$ cat config.mk
export PLATFORM = sky130hd
export DESIGN_NAME = sw_rom_layer
export DESIGN_NICKNAME = d
export VERILOG_FILES = /design/src/rtl/sw_rom_pkg.sv /design/src/rtl/sw_rom_ident.sv /design/src/rtl/sw_rom_fsm.sv /design/src/rtl/sw_rom_layer.sv
export SDC_FILE = /design/constraint.sdc
export NUM_CORES = 1
export LEC_CHECK = 0
export BUFFER_PORTS_ARGS = -buffer_cell sky130_fd_sc_hd__buf_2
export CAP_MARGIN = 20
export CORE_ASPECT_RATIO = 1.2
export CORE_MARGIN = 3
export CORE_UTILIZATION = 31
export DETAILED_ROUTE_END_ITERATION = 8
export PLACE_DENSITY_LB_ADDON = 0.12
export SYNTH_ARGS = -nofsm -noshare
export SYNTH_HDL_FRONTEND = slang
export SYNTH_SLANG_ARGS = --single-unit
$ cat constraint.sdc
create_clock -name clk -period 4.7 [get_ports clk]
set_input_delay 0.47 -clock clk [delete_from_list [all_inputs] [get_ports clk]]
set_output_delay 0.47 -clock clk [all_outputs]
set_load 0.01 [all_outputs]
$ cat src/rtl/sw_rom_pkg.sv
package sw_rom_pkg;

    localparam int FAM_W = 8;
    localparam int SER_W = 48;
    localparam int CRC_W = 8;
    localparam int CMD_W = 8;
    localparam int DATA_W = FAM_W + SER_W;
    localparam int ID_W = DATA_W + CRC_W;
    localparam int IDX_W = $clog2(ID_W);

    // x^8 + x^5 + x^4 + 1, bit-reversed for LSB-first shifting
    localparam logic [CRC_W-1:0] CRC_POLY_REFL = 8'h8C;

    localparam logic [CMD_W-1:0] CMD_READ  = 8'h33;
    localparam logic [CMD_W-1:0] CMD_MATCH = 8'h55;
    localparam logic [CMD_W-1:0] CMD_SKIP  = 8'hCC;
    localparam logic [CMD_W-1:0] CMD_SRCH  = 8'hF0;
    localparam logic [CMD_W-1:0] CMD_ISRCH = 8'hEC;

    typedef enum logic [2:0] {
        ST_WAIT,
        ST_CMD,
        ST_READ,
        ST_MATCH,
        ST_SRCH,
        ST_SEL
    } rom_state_e;

    typedef enum logic [1:0] {
        PH_TRUE,
        PH_COMP,
        PH_DIR
    } srch_phase_e;

    function automatic logic [CRC_W-1:0] crc_step(input logic [CRC_W-1:0] c,
                                                  input logic b);
        logic fb;
        fb = c[0] ^ b;
        return (c >> 1) ^ (fb ? CRC_POLY_REFL : '0);
    endfunction

endpackage

$ cat src/rtl/sw_rom_ident.sv
module sw_rom_ident
    import sw_rom_pkg::*;
(
    input  logic [FAM_W-1:0] family_i,
    input  logic [SER_W-1:0] serial_i,
    input  logic [IDX_W-1:0] idx_i,
    output logic             id_bit_o
);
    logic [DATA_W-1:0] data_w;
    logic [CRC_W-1:0]  crc_w;
    logic [ID_W-1:0]   id_w;
    logic [CRC_W-1:0]  resid_w;

    assign data_w = {serial_i, family_i};

    always_comb begin
        crc_w = '0;
        for (int i = 0; i < DATA_W; i++) begin
            crc_w = crc_step(crc_w, data_w[i]);
        end
    end

    assign id_w     = {crc_w, data_w};
    assign id_bit_o = id_w[idx_i];

    // residue over the whole identity, used only by the check below
    always_comb begin
        resid_w = '0;
        for (int i = 0; i < ID_W; i++) begin
            resid_w = crc_step(resid_w, id_w[i]);
        end
    end

    always_comb begin
        a_crc_residue_r3: assert (resid_w == '0 || $isunknown(id_w))
            else $error("R3: identity check byte does not close the CRC");
    end

endmodule

$ cat src/rtl/sw_rom_fsm.sv
module sw_rom_fsm
    import sw_rom_pkg::*;
(
    input  logic             clk,
    input  logic             rst,
    input  logic             bus_reset_i,
    input  logic             rx_vld_i,
    input  logic             rx_bit_i,
    input  logic             tx_req_i,
    input  logic             irq_pend_i,
    input  logic             id_bit_i,
    output logic [IDX_W-1:0] idx_o,
    output logic             tx_pull_o,
    output logic             select_o
);
    localparam logic [IDX_W-1:0] LAST_ID  = IDX_W'(ID_W - 1);
    localparam logic [IDX_W-1:0] LAST_CMD = IDX_W'(CMD_W - 1);

    rom_state_e       state_q;
    srch_phase_e      phase_q;
    logic [IDX_W-1:0] cnt_q;
    logic [CMD_W-1:0] cmd_q;
    logic             pull_q;
    logic             sel_q;
    logic [CMD_W-1:0] cmd_full;
    logic             id_last;

    assign cmd_full = {rx_bit_i, cmd_q[CMD_W-1:1]};
    assign id_last  = (cnt_q == LAST_ID);
    assign idx_o    = cnt_q;

    always_ff @(posedge clk) begin
        if (rst) begin
            state_q <= ST_WAIT;
            phase_q <= PH_TRUE;
            cnt_q   <= '0;
            cmd_q   <= '0;
            pull_q  <= 1'b0;
            sel_q   <= 1'b0;
        end else if (bus_reset_i) begin
            state_q <= ST_CMD;
            phase_q <= PH_TRUE;
            cnt_q   <= '0;
            pull_q  <= 1'b0;
            sel_q   <= 1'b0;
        end else begin
            case (state_q)
                ST_CMD: begin
                    if (tx_req_i) pull_q <= 1'b0;
                    if (rx_vld_i) begin
                        cmd_q <= cmd_full;
                        if (cnt_q == LAST_CMD) begin
                            cnt_q   <= '0;
                            phase_q <= PH_TRUE;
                            case (cmd_full)
                                CMD_READ:  state_q <= ST_READ;
                                CMD_MATCH: state_q <= ST_MATCH;
                                CMD_SKIP: begin
                                    state_q <= ST_SEL;
                                    sel_q   <= 1'b1;
                                end
                                CMD_SRCH:  state_q <= ST_SRCH;
                                CMD_ISRCH: state_q <= irq_pend_i ? ST_SRCH : ST_WAIT;
                                default:   state_q <= ST_WAIT;
                            endcase
                        end else begin
                            cnt_q <= cnt_q + 1'b1;
                        end
                    end
                end
                ST_READ: begin
                    if (tx_req_i) begin
                        pull_q <= ~id_bit_i;
                        if (id_last) begin
                            state_q <= ST_SEL;
                            sel_q   <= 1'b1;
                        end else begin
                            cnt_q <= cnt_q + 1'b1;
                        end
                    end
                end
                ST_MATCH: begin
                    if (tx_req_i) pull_q <= 1'b0;
                    if (rx_vld_i) begin
                        if (rx_bit_i != id_bit_i) begin
                            state_q <= ST_WAIT;
                        end else if (id_last) begin
                            state_q <= ST_SEL;
                            sel_q   <= 1'b1;
                        end else begin
                            cnt_q <= cnt_q + 1'b1;
                        end
                    end
                end
                ST_SRCH: begin
                    case (phase_q)
                        PH_TRUE: if (tx_req_i) begin
                            pull_q  <= ~id_bit_i;
                            phase_q <= PH_COMP;
                        end
                        PH_COMP: if (tx_req_i) begin
                            pull_q  <= id_bit_i;
                            phase_q <= PH_DIR;
                        end
                        default: begin
                            if (tx_req_i) pull_q <= 1'b0;
                            if (rx_vld_i) begin
                                phase_q <= PH_TRUE;
                                if (rx_bit_i != id_bit_i) begin
                                    state_q <= ST_WAIT;
                                end else if (id_last) begin
                                    state_q <= ST_SEL;
                                    sel_q   <= 1'b1;
                                end else begin
                                    cnt_q <= cnt_q + 1'b1;
                                end
                            end
                        end
                    endcase
                end
                default: begin
                    if (tx_req_i) pull_q <= 1'b0;
                end
            endcase
        end
    end

    assign tx_pull_o = pull_q;
    assign select_o  = sel_q;

    p_reset_clears_sel_r9: assert property (@(posedge clk) disable iff (rst)
        bus_reset_i |=> (!select_o && !tx_pull_o))
        else $error("R9: bus reset did not clear select/pull");

    p_sel_releases_r10: assert property (@(posedge clk) disable iff (rst)
        (state_q == ST_SEL && tx_req_i && !bus_reset_i) |=> !tx_pull_o)
        else $error("R10: line pulled while selected");

    p_sel_held_r10: assert property (@(posedge clk) disable iff (rst)
        (select_o && !bus_reset_i) |=> select_o)
        else $error("R10: select dropped without bus reset");

    p_match_miss_r4: assert property (@(posedge clk) disable iff (rst)
        (state_q == ST_MATCH && rx_vld_i && !bus_reset_i && rx_bit_i != id_bit_i)
        |=> (state_q == ST_WAIT && !select_o))
        else $error("R4: mismatch did not drop the slave");

    p_comp_inverts_r6: assert property (@(posedge clk) disable iff (rst)
        (state_q == ST_SRCH && phase_q == PH_COMP && tx_req_i && !bus_reset_i)
        |=> (tx_pull_o != $past(tx_pull_o)))
        else $error("R6: complement slot equals true slot");

    p_sel_source_r2: assert property (@(posedge clk) disable iff (rst)
        $rose(select_o) |-> ($past(state_q) != ST_WAIT && $past(state_q) != ST_SEL))
        else $error("R2: select rose from an idle state");

    p_wait_silent_r8: assert property (@(posedge clk) disable iff (rst)
        (state_q == ST_WAIT && tx_req_i && !bus_reset_i) |=> (!tx_pull_o && !select_o))
        else $error("R8: silent slave drove the line");

endmodule

$ cat src/rtl/sw_rom_layer.sv
module sw_rom_layer
    import sw_rom_pkg::*;
(
    input  logic             clk,
    input  logic             rst,
    input  logic             bus_reset_i,
    input  logic             rx_vld_i,
    input  logic             rx_bit_i,
    input  logic             tx_req_i,
    input  logic             irq_pend_i,
    input  logic [FAM_W-1:0] family_i,
    input  logic [SER_W-1:0] serial_i,
    output logic             tx_pull_o,
    output logic             select_o
);
    logic [IDX_W-1:0] idx_w;
    logic             id_bit_w;

    sw_rom_ident u_ident (
        .family_i (family_i),
        .serial_i (serial_i),
        .idx_i    (idx_w),
        .id_bit_o (id_bit_w)
    );

    sw_rom_fsm u_fsm (
        .clk         (clk),
        .rst         (rst),
        .bus_reset_i (bus_reset_i),
        .rx_vld_i    (rx_vld_i),
        .rx_bit_i    (rx_bit_i),
        .tx_req_i    (tx_req_i),
        .irq_pend_i  (irq_pend_i),
        .id_bit_i    (id_bit_w),
        .idx_o       (idx_w),
        .tx_pull_o   (tx_pull_o),
        .select_o    (select_o)
    );

endmodule

==> metrics.md <==
| Metric | Value |
|---|---|
| Ys Warns | 0 |
| Hold Crit Start | u_fsm.select_o |
| Final #Nets | 512 |
| Gr busiest metal | met2 |
| DR vias | 2852 |
| Final Worst Setup Slack | 0.156 ns |
| VDD IR max | 1160 uV |
| Critical-path cell list | buf_2, xor3_2, xnor3_2, xnor2_2, xnor2_2, buf_4, xnor2_2, xnor3_2, xnor3_1, mux2i_1, xnor2_1, o221a_1, o22ai_2, xor2_2, buf_4, buf_4, a32o_1, o221ai_1, a21oi_1 |
| Worst Path Required | 4.84 ns |
| CP Data Arrival Time | 4.68 ns |
| Final min period | 4.54 ns |
| Hold Violations, Final | 0 |
| Via/cell ratio | 4.95 |
| Port Buf Inserts | 64 |
| RSZ-0062 raised after global routing | true |
| Die span in x | 103 um |
| TritonRoute pass-1 iters | 4 |
| Pwr Density | 1070 nW/um^2 |
| Site Rows | 41 |
| Compound-Gate Fraction of Synth Area | 10.4% |
| CTS max path bufs | 2 |
| Wire length per cell | 16.1 um |
| Antenna Cells | 0 |
| Clock transition at path regs | 0.06 ns |
| Non-Filler Instances | 576 |
| Max cap viols | 0 |
| Largest net degree at the start of global routing | 17 |
| Layout cells sized above 1 | 42.7% |
| GR Util met2 | 27.1% |
| Area of the multi-input gates | 3140 um^2 |
| Syn nets | 396 |
| Initial Utilization | 32.4% |
| Netlist Area Pre-Place | 3470 um^2 |
| Slowest stage delay, CP | 0.49 ns |
| Yosys reg bits | 20 |
| Reg area | 400 um^2 |
| Top_reg_cell synth | dfxtp_1 |
| EDFF count, synth | 0 |
| Sw frac | 36.6% |
| Final period utilization | 96.7% |
| Synth Area in Simple Gates | 11.5% |
| Post-synthesis sequential area ratio | 11.5% |
| Vias in the first global route | 2876 |
| Area growth syn-to-layout | 32.7% |
| Number of antenna-violating nets in the routed design | 0 |
| Post-Synth XOR/XNOR Area | 49.1% |
| Syn_area_per_cell | 10.5 um^2 |
| Critical R2R Launch | u_fsm.idx_o[0] |
| Max Slew Vio Count | 0 |
| Synth Area in Adders | 0.649% |
| First-pass GRT wire length | 14.7 mm |
| Final Skew | 0.00292 ns |
| Met1 global-route usage | 19.8% |
| Sequential share of power | 3.5% |
| Total negative slack | 0 ns |
| DRC violation count after routing | 0 |
| Fmax | 0.220 GHz |
| Worst Path Buf+Inv | 4 |
| Total grt overflow | 0 |
| Syn Inst Count | 332 |
| Clock latency on the worst-skew pair | 0.26 ns |
| Combinational share of power | 91.6% |
| Placed instance count | 565 |
| CTS HTree Levels | 1 |
| Final Wtd Congestion | 0.812 |
| Root Driver | clkbuf_16 |
| Mux contribution to synthesized area | 14.9% |
| Internal | 3120 uW |
| Chip Height | 122 um |
| Hold slack | 0.462 ns |
| Part of the power in the clock network | 4.9% |
| Hold buffers post-CTS | 0 |
| Share of flip-flops with an asynchronous set or reset | 0% |
| DP Worst Slack | -0.235 ns |
| Initial antenna violation count | 0 |
| Worst-path fanout max | 4 |
| Ports | 65 |
| Leak | 0.00206 uW |
| Netlist cell types | 56 |
| Routed WL | 9.27 mm |
| Filler cells | 1041 |
| Setup violations, final | 0 |
| CTS tree | built |
| Number of buffers created by CTS | 3 |
| CTS sink count | 20 |
| Worst min path class | reg2reg |
| Net Switching | 1800 uW |
| DRT iter0 DRCs | 61 |
| Core box area | 10700 um^2 |
| Die area | 12500 um^2 |
| Least-Margin Pin Slew | 0.704 ns |
| Met3 usage | 0.802% |
| CP top delay family | XOR/XNOR gates |
| CP Launch Type | input port |
| CP Capture Type | flop |
| Slew headroom | 52.6% |
| Gr usage total | 15.0% |
| Slowest-stage cell, CP | xnor3_2 |
| Setup CP Type | in2reg |
| DPL Wire Length | 7.71 mm |
| Largest family of logic cells by synthesized area | XOR/XNOR gates |
| Status | finished clean |
| Critical Path Source | family_i[7] |
-- power by group through the flow --
stage | Clock, uW | Sequential (uW) | Combinational [uW]
5_1_grt | 252 | 174 | 4860
6_report | 241 | 173 | 4500
2_1_floorplan | 0 | 176 | 3140
4_1_cts | 243 | 173 | 4040
3_3_place_gp | 0 | 177 | 4020
3_5_place_dp | 0 | 177 | 4030
-- registers in the layout, indices dropped and copies added, names as in the netlist --
signal,count
u_fsm.phase_q,2
u_fsm.select_o,1
u_fsm.state_q,3
u_fsm.cmd_q,7
u_fsm.idx_o,6
u_fsm.tx_pull_o,1
-- tightest hold or removal path: cells and delay by family, from the launching register on --
kind,cells,cell delay [ns]
AND/OR/NAND/NOR,1,0.07
AO/OA/AOI/OAI,1,0.04
flip-flops,1,0.32
-- synthesized netlist by cell type (2+ instances only) --
| cell type | count | share of area, % |
|---|---|---|
| a21bo_2 | 4 | 1.2 |
| a32oi_1 | 2 | 0.50 |
| nor3_1 | 9 | 1.3 |
| and2_1 | 2 | 0.36 |
| nand2_1 | 14 | 1.5 |
| o221ai_1 | 2 | 0.50 |
| nand3_1 | 6 | 0.86 |
| a31oi_1 | 2 | 0.36 |
| nor4bb_1 | 3 | 0.86 |
| xor3_1 | 3 | 2.1 |
| o21ai_0 | 8 | 1.2 |
| mux2i_1 | 13 | 3.7 |
| clkbuf_1 | 8 | 0.86 |
| a21oi_1 | 19 | 2.7 |
| xor2_1 | 25 | 6.3 |
| buf_2 | 3 | 0.43 |
| or2_2 | 2 | 0.36 |
| nor3b_1 | 2 | 0.43 |
| nand2b_1 | 5 | 0.90 |
| mux4_2 | 16 | 10 |
| dfxtp_1 | 20 | 12 |
| nor2_1 | 28 | 3.0 |
| nand3b_1 | 3 | 0.65 |
| xnor2_2 | 5 | 2.3 |
| xnor3_2 | 3 | 2.1 |
| buf_1 | 2 | 0.22 |
| xor3_2 | 3 | 2.2 |
| inv_1 | 3 | 0.32 |
| xnor2_1 | 65 | 16 |
| xnor3_1 | 24 | 16 |
| xor2_2 | 3 | 1.4 |
-- final timing paths --
check,end,cells after the start,slack [ns]
setup / recovery,u_fsm.state_q[0],19,0.16
hold / removal,u_fsm.select_o,2,0.46
setup reg to reg,u_fsm.state_q[0],13,0.93
hold reg to reg,u_fsm.select_o,2,0.46
-- layout by cell type (no fill, tap or decap), types with 2 or more instances in the layout --
cell,netlist,routed
a21bo_2,4,4
a21oi_1,19,19
a31oi_1,2,2
a32oi_1,2,2
and2_1,2,2
buf_2,3,64
buf_4,0,58
clkbuf_16,0,3
dfxtp_1,20,20
inv_1,3,3
mux2i_1,13,12
mux4_2,16,16
nand2_1,14,14
nand2b_1,5,5
nand3_1,6,6
nand3b_1,3,3
nor2_1,28,28
nor3_1,9,9
nor3b_1,2,2
nor4bb_1,3,3
o21ai_0,8,8
o221ai_1,2,2
or2_2,2,2
xnor2_1,65,55
xnor2_2,5,15
xnor3_1,24,19
xnor3_2,3,8
xor2_1,25,20
xor2_2,3,7
xor3_1,3,2
xor3_2,3,4
-- metal layers --
layer / part of all wire, % / wire length [um]
met1: 44 / 4120
met2: 51 / 4760
met5: 0 / 0
met4: 1.1 / 104
met3: 3.1 / 284
-- per-stage QoR --
stage	area, um^2	power [uW]	util (%)
finish	4610	4920	43.0
detailed placement	4310	4210	40.2
global route	4610	5290	43.0
floorplan	3470	3320	-
global placement	4310	4200	40.2
CTS	4420	4450	41.2
-- cells by family after synthesis --
kind of cell | Yosys count
xor+xnor | 132
simple gates | 80
compound gates | 51
mux | 30
flops | 20
buf+inv | 17
fa+ha+maj | 2
-- cell type report --
type	instances	area share, %
clock inverters	1	0.652
flip-flops and latches	20	8.69
well taps	129	3.50
clock buffers	3	1.63
repair buffers	124	17.1
multi-input cells	295	68.1
inverters	4	0.326
-- what timing repair did --
item,4_1_cts,5_1_grt
endpoints found under the setup margin,0,9
gates resized for setup,0,24
setup buffers,0,7
No activity file was read; power rests on OpenSTA's default activity.
